### src/rtl/irqagg_pkg.sv
package irqagg_pkg;
    localparam int DATA_W     = 32;
    localparam int ADDR_W     = 4;
    localparam int NUM_INTX   = 4;
    localparam int MSI_VECS   = 32;
    localparam int PAYLOAD_W  = 8;

    localparam logic [DATA_W-1:0] L1_VALID  = 32'h07FF_FFFF;
    localparam logic [DATA_W-1:0] L2_VALID  = 32'h0000_0FF0;
    localparam logic [DATA_W-1:0] HOST_IMPL = 32'h00FF_F0FB;

    localparam int L1_PME_BIT   = 7;
    localparam int L1_ASRT_BASE = 16;
    localparam int L1_DEAS_BASE = 20;
    localparam int L1_MSI_BIT   = 24;
    localparam int L2_PWR_BIT   = 4;
    localparam int L2_FLUSH_BIT = 5;
    localparam int L2_ASRT_BASE = 8;
    localparam int HOST_CORE    = 16;

    typedef enum logic [ADDR_W-1:0] {
        A_L1_STAT     = 4'd0,
        A_L1_MASK     = 4'd1,
        A_L2_STAT     = 4'd2,
        A_L2_MASK     = 4'd3,
        A_HOST_STAT   = 4'd4,
        A_HOST_MASK   = 4'd5,
        A_MSI_STAT    = 4'd6,
        A_MSI_MASK    = 4'd7,
        A_MSI_DATA    = 4'd8,
        A_MSI_ADDR_LO = 4'd9,
        A_MSI_ADDR_HI = 4'd10
    } reg_addr_e;

    typedef enum logic {
        IRQ_IDLE   = 1'b0,
        IRQ_RAISED = 1'b1
    } irq_state_e;
endpackage

### src/rtl/irqagg_w1c_reg.sv
module irqagg_w1c_reg #(
    parameter int               W     = 32,
    parameter logic [W-1:0]     VALID = '1
) (
    input  logic         clk,
    input  logic         rst_n,
    input  logic [W-1:0] set_i,
    input  logic         clr_we,
    input  logic [W-1:0] clr_i,
    output logic [W-1:0] q
);
    logic [W-1:0] clr_eff;

    always_comb clr_eff = clr_we ? clr_i : '0;

    // Event sets take priority over a same-cycle clear.
    always_ff @(posedge clk or negedge rst_n) begin
        if (!rst_n) q <= '0;
        else        q <= ((q & ~clr_eff) | set_i) & VALID;
    end
endmodule

### src/rtl/irqagg_msi_bank.sv
module irqagg_msi_bank #(
    parameter int VECS      = 32,
    parameter int VEC_W     = 5,
    parameter int PAYLOAD_W = 8
) (
    input  logic                 clk,
    input  logic                 rst_n,
    input  logic                 msi_valid,
    input  logic [VEC_W-1:0]     msi_vec,
    input  logic [PAYLOAD_W-1:0] msi_data,
    input  logic                 stat_we,
    input  logic                 mask_we,
    input  logic [VECS-1:0]      wdata,
    output logic [VECS-1:0]      stat_q,
    output logic [VECS-1:0]      mask_q,
    output logic [PAYLOAD_W-1:0] payload_q,
    output logic                 active
);
    logic [VECS-1:0] vec_set;

    always_comb begin
        vec_set = '0;
        if (msi_valid) vec_set[msi_vec] = 1'b1;
    end

    irqagg_w1c_reg #(.W(VECS), .VALID({VECS{1'b1}})) u_stat (
        .clk(clk), .rst_n(rst_n), .set_i(vec_set),
        .clr_we(stat_we), .clr_i(wdata), .q(stat_q)
    );

    always_ff @(posedge clk or negedge rst_n) begin
        if (!rst_n) begin
            mask_q    <= '1;
            payload_q <= '0;
        end else begin
            if (mask_we)   mask_q    <= wdata;
            if (msi_valid) payload_q <= msi_data;
        end
    end

    always_comb active = |(stat_q & ~mask_q);
endmodule

### src/rtl/irqagg_irq_fsm.sv
module irqagg_irq_fsm
    import irqagg_pkg::*;
(
    input  logic clk,
    input  logic rst_n,
    input  logic core_act,
    output logic irq_o
);
    irq_state_e state_q, state_d;

    always_ff @(posedge clk or negedge rst_n) begin
        if (!rst_n) state_q <= IRQ_IDLE;
        else        state_q <= state_d;
    end

    always_comb begin
        state_d = state_q;
        unique case (state_q)
            IRQ_IDLE:   if (core_act)  state_d = IRQ_RAISED;
            IRQ_RAISED: if (!core_act) state_d = IRQ_IDLE;
            default:    state_d = IRQ_IDLE;
        endcase
    end

    always_comb irq_o = (state_q == IRQ_RAISED);
endmodule

### src/rtl/irqagg_top.sv
module irqagg_top
    import irqagg_pkg::*;
#(
    parameter int N_INTX = NUM_INTX,
    parameter int N_VECS = MSI_VECS,
    parameter int VEC_W  = $clog2(MSI_VECS),
    parameter int PLD_W  = PAYLOAD_W
) (
    input  logic              clk,
    input  logic              rst_n,
    input  logic              bus_we,
    input  logic [ADDR_W-1:0] bus_addr,
    input  logic [DATA_W-1:0] bus_wdata,
    output logic [DATA_W-1:0] bus_rdata,
    input  logic              msi_valid,
    input  logic [VEC_W-1:0]  msi_vec,
    input  logic [PLD_W-1:0]  msi_data,
    input  logic [N_INTX-1:0] intx_assert,
    input  logic [N_INTX-1:0] intx_deassert,
    input  logic              pme_evt,
    input  logic              pwr_chg_evt,
    input  logic              flush_evt,
    output logic              irq_o
);
    logic [DATA_W-1:0] l1_q, l2_q, host_q;
    logic [DATA_W-1:0] l1_set, l2_set, host_set;
    logic [DATA_W-1:0] l1_mask, l2_mask, host_mask;
    logic [DATA_W-1:0] addr_lo, addr_hi;
    logic [N_VECS-1:0] msi_q, msi_mask;
    logic [PLD_W-1:0]  payload;
    logic              msi_act, l1_act, l2_act, host_act;

    function automatic logic wsel(input logic [ADDR_W-1:0] a, input reg_addr_e r);
        return bus_we && (a == r);
    endfunction

    irqagg_msi_bank #(.VECS(N_VECS), .VEC_W(VEC_W), .PAYLOAD_W(PLD_W)) u_msi (
        .clk(clk), .rst_n(rst_n),
        .msi_valid(msi_valid), .msi_vec(msi_vec), .msi_data(msi_data),
        .stat_we(wsel(bus_addr, A_MSI_STAT)), .mask_we(wsel(bus_addr, A_MSI_MASK)),
        .wdata(bus_wdata[N_VECS-1:0]),
        .stat_q(msi_q), .mask_q(msi_mask), .payload_q(payload), .active(msi_act)
    );

    always_comb begin
        l1_set = '0;
        l2_set = '0;
        host_set = '0;
        l1_set[L1_MSI_BIT]   = msi_act;
        l1_set[L1_PME_BIT]   = pme_evt;
        l2_set[L2_PWR_BIT]   = pwr_chg_evt;
        l2_set[L2_FLUSH_BIT] = flush_evt;
        for (int n = 0; n < N_INTX; n++) begin
            l1_set[L1_ASRT_BASE+n] = intx_assert[n];
            l1_set[L1_DEAS_BASE+n] = intx_deassert[n];
            l2_set[L2_ASRT_BASE+n] = intx_assert[n];
        end
        host_set[HOST_CORE] = l1_act | l2_act;
    end

    irqagg_w1c_reg #(.W(DATA_W), .VALID(L1_VALID)) u_l1 (
        .clk(clk), .rst_n(rst_n), .set_i(l1_set),
        .clr_we(wsel(bus_addr, A_L1_STAT)), .clr_i(bus_wdata), .q(l1_q)
    );
    irqagg_w1c_reg #(.W(DATA_W), .VALID(L2_VALID)) u_l2 (
        .clk(clk), .rst_n(rst_n), .set_i(l2_set),
        .clr_we(wsel(bus_addr, A_L2_STAT)), .clr_i(bus_wdata), .q(l2_q)
    );
    irqagg_w1c_reg #(.W(DATA_W), .VALID(HOST_IMPL)) u_host (
        .clk(clk), .rst_n(rst_n), .set_i(host_set),
        .clr_we(wsel(bus_addr, A_HOST_STAT)), .clr_i(bus_wdata), .q(host_q)
    );

    always_ff @(posedge clk or negedge rst_n) begin
        if (!rst_n) begin
            l1_mask   <= L1_VALID;
            l2_mask   <= L2_VALID;
            host_mask <= HOST_IMPL;
            addr_lo   <= '0;
            addr_hi   <= '0;
        end else begin
            if (wsel(bus_addr, A_L1_MASK))     l1_mask   <= bus_wdata & L1_VALID;
            if (wsel(bus_addr, A_L2_MASK))     l2_mask   <= bus_wdata & L2_VALID;
            if (wsel(bus_addr, A_HOST_MASK))   host_mask <= bus_wdata & HOST_IMPL;
            if (wsel(bus_addr, A_MSI_ADDR_LO)) addr_lo   <= bus_wdata;
            if (wsel(bus_addr, A_MSI_ADDR_HI)) addr_hi   <= bus_wdata;
        end
    end

    always_comb begin
        l1_act   = |(l1_q & ~l1_mask & L1_VALID);
        l2_act   = |(l2_q & ~l2_mask & L2_VALID);
        host_act = |(host_q & ~host_mask & HOST_IMPL);
    end

    irqagg_irq_fsm u_fsm (.clk(clk), .rst_n(rst_n), .core_act(host_act), .irq_o(irq_o));

    always_comb begin
        unique case (bus_addr)
            A_L1_STAT:     bus_rdata = l1_q;
            A_L1_MASK:     bus_rdata = l1_mask;
            A_L2_STAT:     bus_rdata = l2_q;
            A_L2_MASK:     bus_rdata = l2_mask;
            A_HOST_STAT:   bus_rdata = host_q;
            A_HOST_MASK:   bus_rdata = host_mask;
            A_MSI_STAT:    bus_rdata = DATA_W'(msi_q);
            A_MSI_MASK:    bus_rdata = DATA_W'(msi_mask);
            A_MSI_DATA:    bus_rdata = DATA_W'(payload);
            A_MSI_ADDR_LO: bus_rdata = addr_lo;
            A_MSI_ADDR_HI: bus_rdata = addr_hi;
            default:       bus_rdata = '0;
        endcase
    end
endmodule

### config.mk
export PLATFORM = sky130hd
export DESIGN_NAME = irqagg_top
export DESIGN_NICKNAME = d
export VERILOG_FILES = /design/src/rtl/irqagg_pkg.sv /design/src/rtl/irqagg_w1c_reg.sv /design/src/rtl/irqagg_msi_bank.sv /design/src/rtl/irqagg_irq_fsm.sv /design/src/rtl/irqagg_top.sv
export SDC_FILE = /design/constraint.sdc
export NUM_CORES = 1
export LEC_CHECK = 0
export ABC_AREA = 0
export BUFFER_PORTS_ARGS = -buffer_cell sky130_fd_sc_hd__buf_2
export CAP_MARGIN = 20
export CORE_ASPECT_RATIO = 1.4
export CORE_UTILIZATION = 30
export DETAILED_ROUTE_END_ITERATION = 7
export GPL_ROUTABILITY_DRIVEN = 0
export PLACE_DENSITY = 0.58
export SYNTH_ARGS = -nofsm -noshare
export SYNTH_HDL_FRONTEND = slang
export SYNTH_HIERARCHICAL = 1
export SYNTH_SLANG_ARGS = --single-unit
### constraint.sdc
create_clock -name clk -period 2 [get_ports clk]
set_clock_uncertainty 0.15 [all_clocks]
set_input_delay 0.4 -clock clk [delete_from_list [all_inputs] [get_ports clk]]
set_output_delay 0.4 -clock clk [all_outputs]
set_load 0.05 [all_outputs]
==> impl_metrics.env <==
export IMPL_status="finished with violations"
export IMPL_failed_checks="setup timing"
export IMPL_cts_tree="yes"
export IMPL_fin_tns_setup_ps=-12960
export IMPL_min_period_ps=2550
export IMPL_die_h_um=242
export IMPL_h_tree_depth=1
export IMPL_setup_viol=32
export IMPL_synthCells=1085
export IMPL_arrival_ps=2000
export IMPL_cp_start_kind="register"
export IMPL_relSlewSlack_pct=60.4
export IMPL_io_pins=97
export IMPL_required_ps=1450
export IMPL_switching_share_pct=29.6
export IMPL_clockRootBuffer="clkbuf_16"
export IMPL_worstSkewPairLatency_ps=550
export IMPL_top_usage_layer="met2"
export IMPL_layout_drive_gt1_share_pct=44.5
export IMPL_grtUsageTotal_pct=21.2
export IMPL_irDropWorstVdd_mv=0.542
export IMPL_use_met2_pct=37.6
export IMPL_overflow=0
export IMPL_antenna_found_initial=0
export IMPL_pre_cts_slack_ps=-631
export IMPL_netlist_top_cells_area="dfrtp_1 32%, dfstp_2 18%, mux2_2 13%"
export IMPL_p_int_uw=10600
export IMPL_hpwl_mm=31.1
export IMPL_io_buffers=96
export IMPL_final_cell_mix="159 x dfrtp_1, 113 x mux2_2, 92 x nand2_1"
export IMPL_ys_types=57
export IMPL_avgViaCountPerCell=5.19
export IMPL_drt_iter0_drc=860
export IMPL_netlist_area_mm2=0.0123
export IMPL_grt_pass1_vias=10452
export IMPL_clk_path_buf_depth=3
export IMPL_n_antenna_cell=0
export IMPL_via_count=9936
export IMPL_fp_coreArea_mm2=0.0404
export IMPL_dr_pass1_iters=5
export IMPL_drc=0
export IMPL_die_area_mm2=0.0418
export IMPL_worst_path_max_fanout=3
export IMPL_stdcell_count=1913
export IMPL_die_width_um=173
export IMPL_place_area_mm2=0.0147
export IMPL_power_switching_uw=4480
export IMPL_ant_nets=0
export IMPL_finalHoldViolations=0
export IMPL_yosysTopAreaCell="dfrtp_1"
export IMPL_start_util_pct=30.4
export IMPL_wl_per_cell_um=23.5
export IMPL_cts_made_buffers=26
export IMPL_final_common_cell="dfrtp_1"
export IMPL_crit_type="reg2out"
export IMPL_synth_top_area_share_pct=32.4
export IMPL_setup_slack_ps=-548
export IMPL_worst_pin_slew_ps=594
export IMPL_grtUsageMet3_pct=2.26
export IMPL_p_clk_share_pct=32.5
export IMPL_clk_transition_reported_paths_ps=60
export IMPL_syn_area_per_cell_um2=11.3
export IMPL_max_freq_mhz=392
export IMPL_drv_slew=0
export IMPL_min_period_over_period_pct=127
export IMPL_min_path_type="in2reg"
export IMPL_fin_nets=1423
export IMPL_comb_power_share_pct=21.5
export IMPL_async_flop_share_pct=100
export IMPL_fill_cells=3793
export IMPL_maxCapViolations=0
export IMPL_yosysSeqAreaShare_pct=50.7
export IMPL_wl_mm=44.9
export IMPL_rows=87
export IMPL_p_leak_uw=0.00737
export IMPL_synth_edff_count=0
export IMPL_cp_end_kind="output pin"
export IMPL_ys_warn_count=6
export IMPL_synth_seq_cells=245
export IMPL_grt_setup_unrepaired="true"
export IMPL_area_growth_syn_to_layout_pct=38.1
export IMPL_grt_max_degree=75
export IMPL_use_met1_pct=25.2
export IMPL_sequentialPowerShare_pct=46.0
export IMPL_dpl_cell_count=1798
export IMPL_powerDensity_mw_per_mm2=889
export IMPL_grt_pass1_wl_mm=67.2
export IMPL_final_cell_area_mm2=0.0170
export IMPL_clock_sinks=245
export IMPL_synth_main_ff_cell="dfrtp_1"
[cell families after synthesis]
logic type | count (synthesis) | synth area share, %
other cells | 4 | 0.122
buf+inv | 165 | 7.58
compound gates | 254 | 16.1
mux | 162 | 14.8
flops | 245 | 50.7
simple gates | 255 | 10.7
[cell usage after synthesis, drive strengths merged (2+ instances only)]
cell     count
and4b        2
conb         4
a32oi        5
nor3b        4
o2111ai      7
nor4         8
a222oi      31
or3b         3
mux2       158
nand2      114
a22o         6
clkbuf       7
and3        17
o21ai        4
o21a         2
buf         94
and4bb       4
nand4        4
nor3         2
a221oi       5
nor2b        5
mux2i        4
a22oi       73
a31oi        2
dfrtp      159
and2         6
nor2        38
nand2b      22
inv         64
nand3       15
o22ai       26
nand3b       6
a21o        86
nor4b        3
dfstp       86
[cell type report]
class	instances	area, µm²	share of cell area (%)
timing repair buffer	272	2940	17.3
clock inverter	7	62.6	0.368
inverter	64	240	1.41
multi-input combinational	750	6050	35.6
tap	534	668	3.93
sequential	245	6240	36.7
clock buffer	41	788	4.64
[power by group through the flow]
stage,combinational (µW),clock (µW),sequential (µW)
after floorplan,1970,0,6660
after global placement,2810,0,6960
after detailed placement,2860,0,6980
after CTS,3200,4990,6930
after global routing,3430,5170,7060
final,3250,4900,6950
[critical path, stage by stage (launching register included)]
cell and delay (ps):
dfstp_2 530, nor3b_4 160, a31oi_1 50, or3b_4 360
nand4_1 150, buf_6 180
[per-stage QoR]
stage	total power, µW	utilization (%)	hold WS [ps]
3_3_place_gp	9770	36.4	122
5_1_grt	15700	42.1	37.7
6_report	15100	42.1	13.0
3_5_place_dp	9840	36.4	124
4_1_cts	15100	41.6	3.95
2_1_floorplan	8630	-	-45.6
[repair_timing]
action | CTS | global route
setup buffers | 30 | 8
endpoints found under the hold margin | 203 | 0
endpoints found under the setup margin | 32 | 47
gates resized for setup | 168 | 22
pin swaps | 57 | 39
gates cloned | 4 | 2
hold buffers | 26 | 0
[layer usage]
| metal | wire length [µm] | share of wire, % | vias up |
|---|---|---|---|
| met5 | 0 | 0 | - |
| met4 | 2600 | 5.8 | 0 |
| met3 | 1910 | 4.2 | 111 |
| met2 | 22600 | 50 | 323 |
| met1 | 17700 | 40 | 5118 |
| li1 | - | - | 4384 |
[worst paths after layout]
kind	start	endpoint	slack, ps	cells past startpoint
min reg2reg	addr_lo[24]	addr_lo[24]	350	1
max in group asynchronous	rst_n	host_mask[23]	830	3
min in group asynchronous	rst_n	u_l2/q[5]	160	2
max reg2reg	l1_mask[0]	u_host/q[16]	80	6
max	l1_mask[0]	bus_rdata[0]	-550	5
min	bus_wdata[25]	l1_mask[25]	10	2
[sequential cells by signal, summed over array words and instances, names as in the netlist, 8 cells and up]
name,count
addr_hi,32
addr_lo,32
host_mask,19
l1_mask,27
l2_mask,8
u_host/q,19
u_l1/q,27
u_l2/q,8
u_msi/mask_q,32
u_msi/payload_q,8
u_msi/u_stat/q,32
Note: power is estimated with default switching activity, not from simulation.
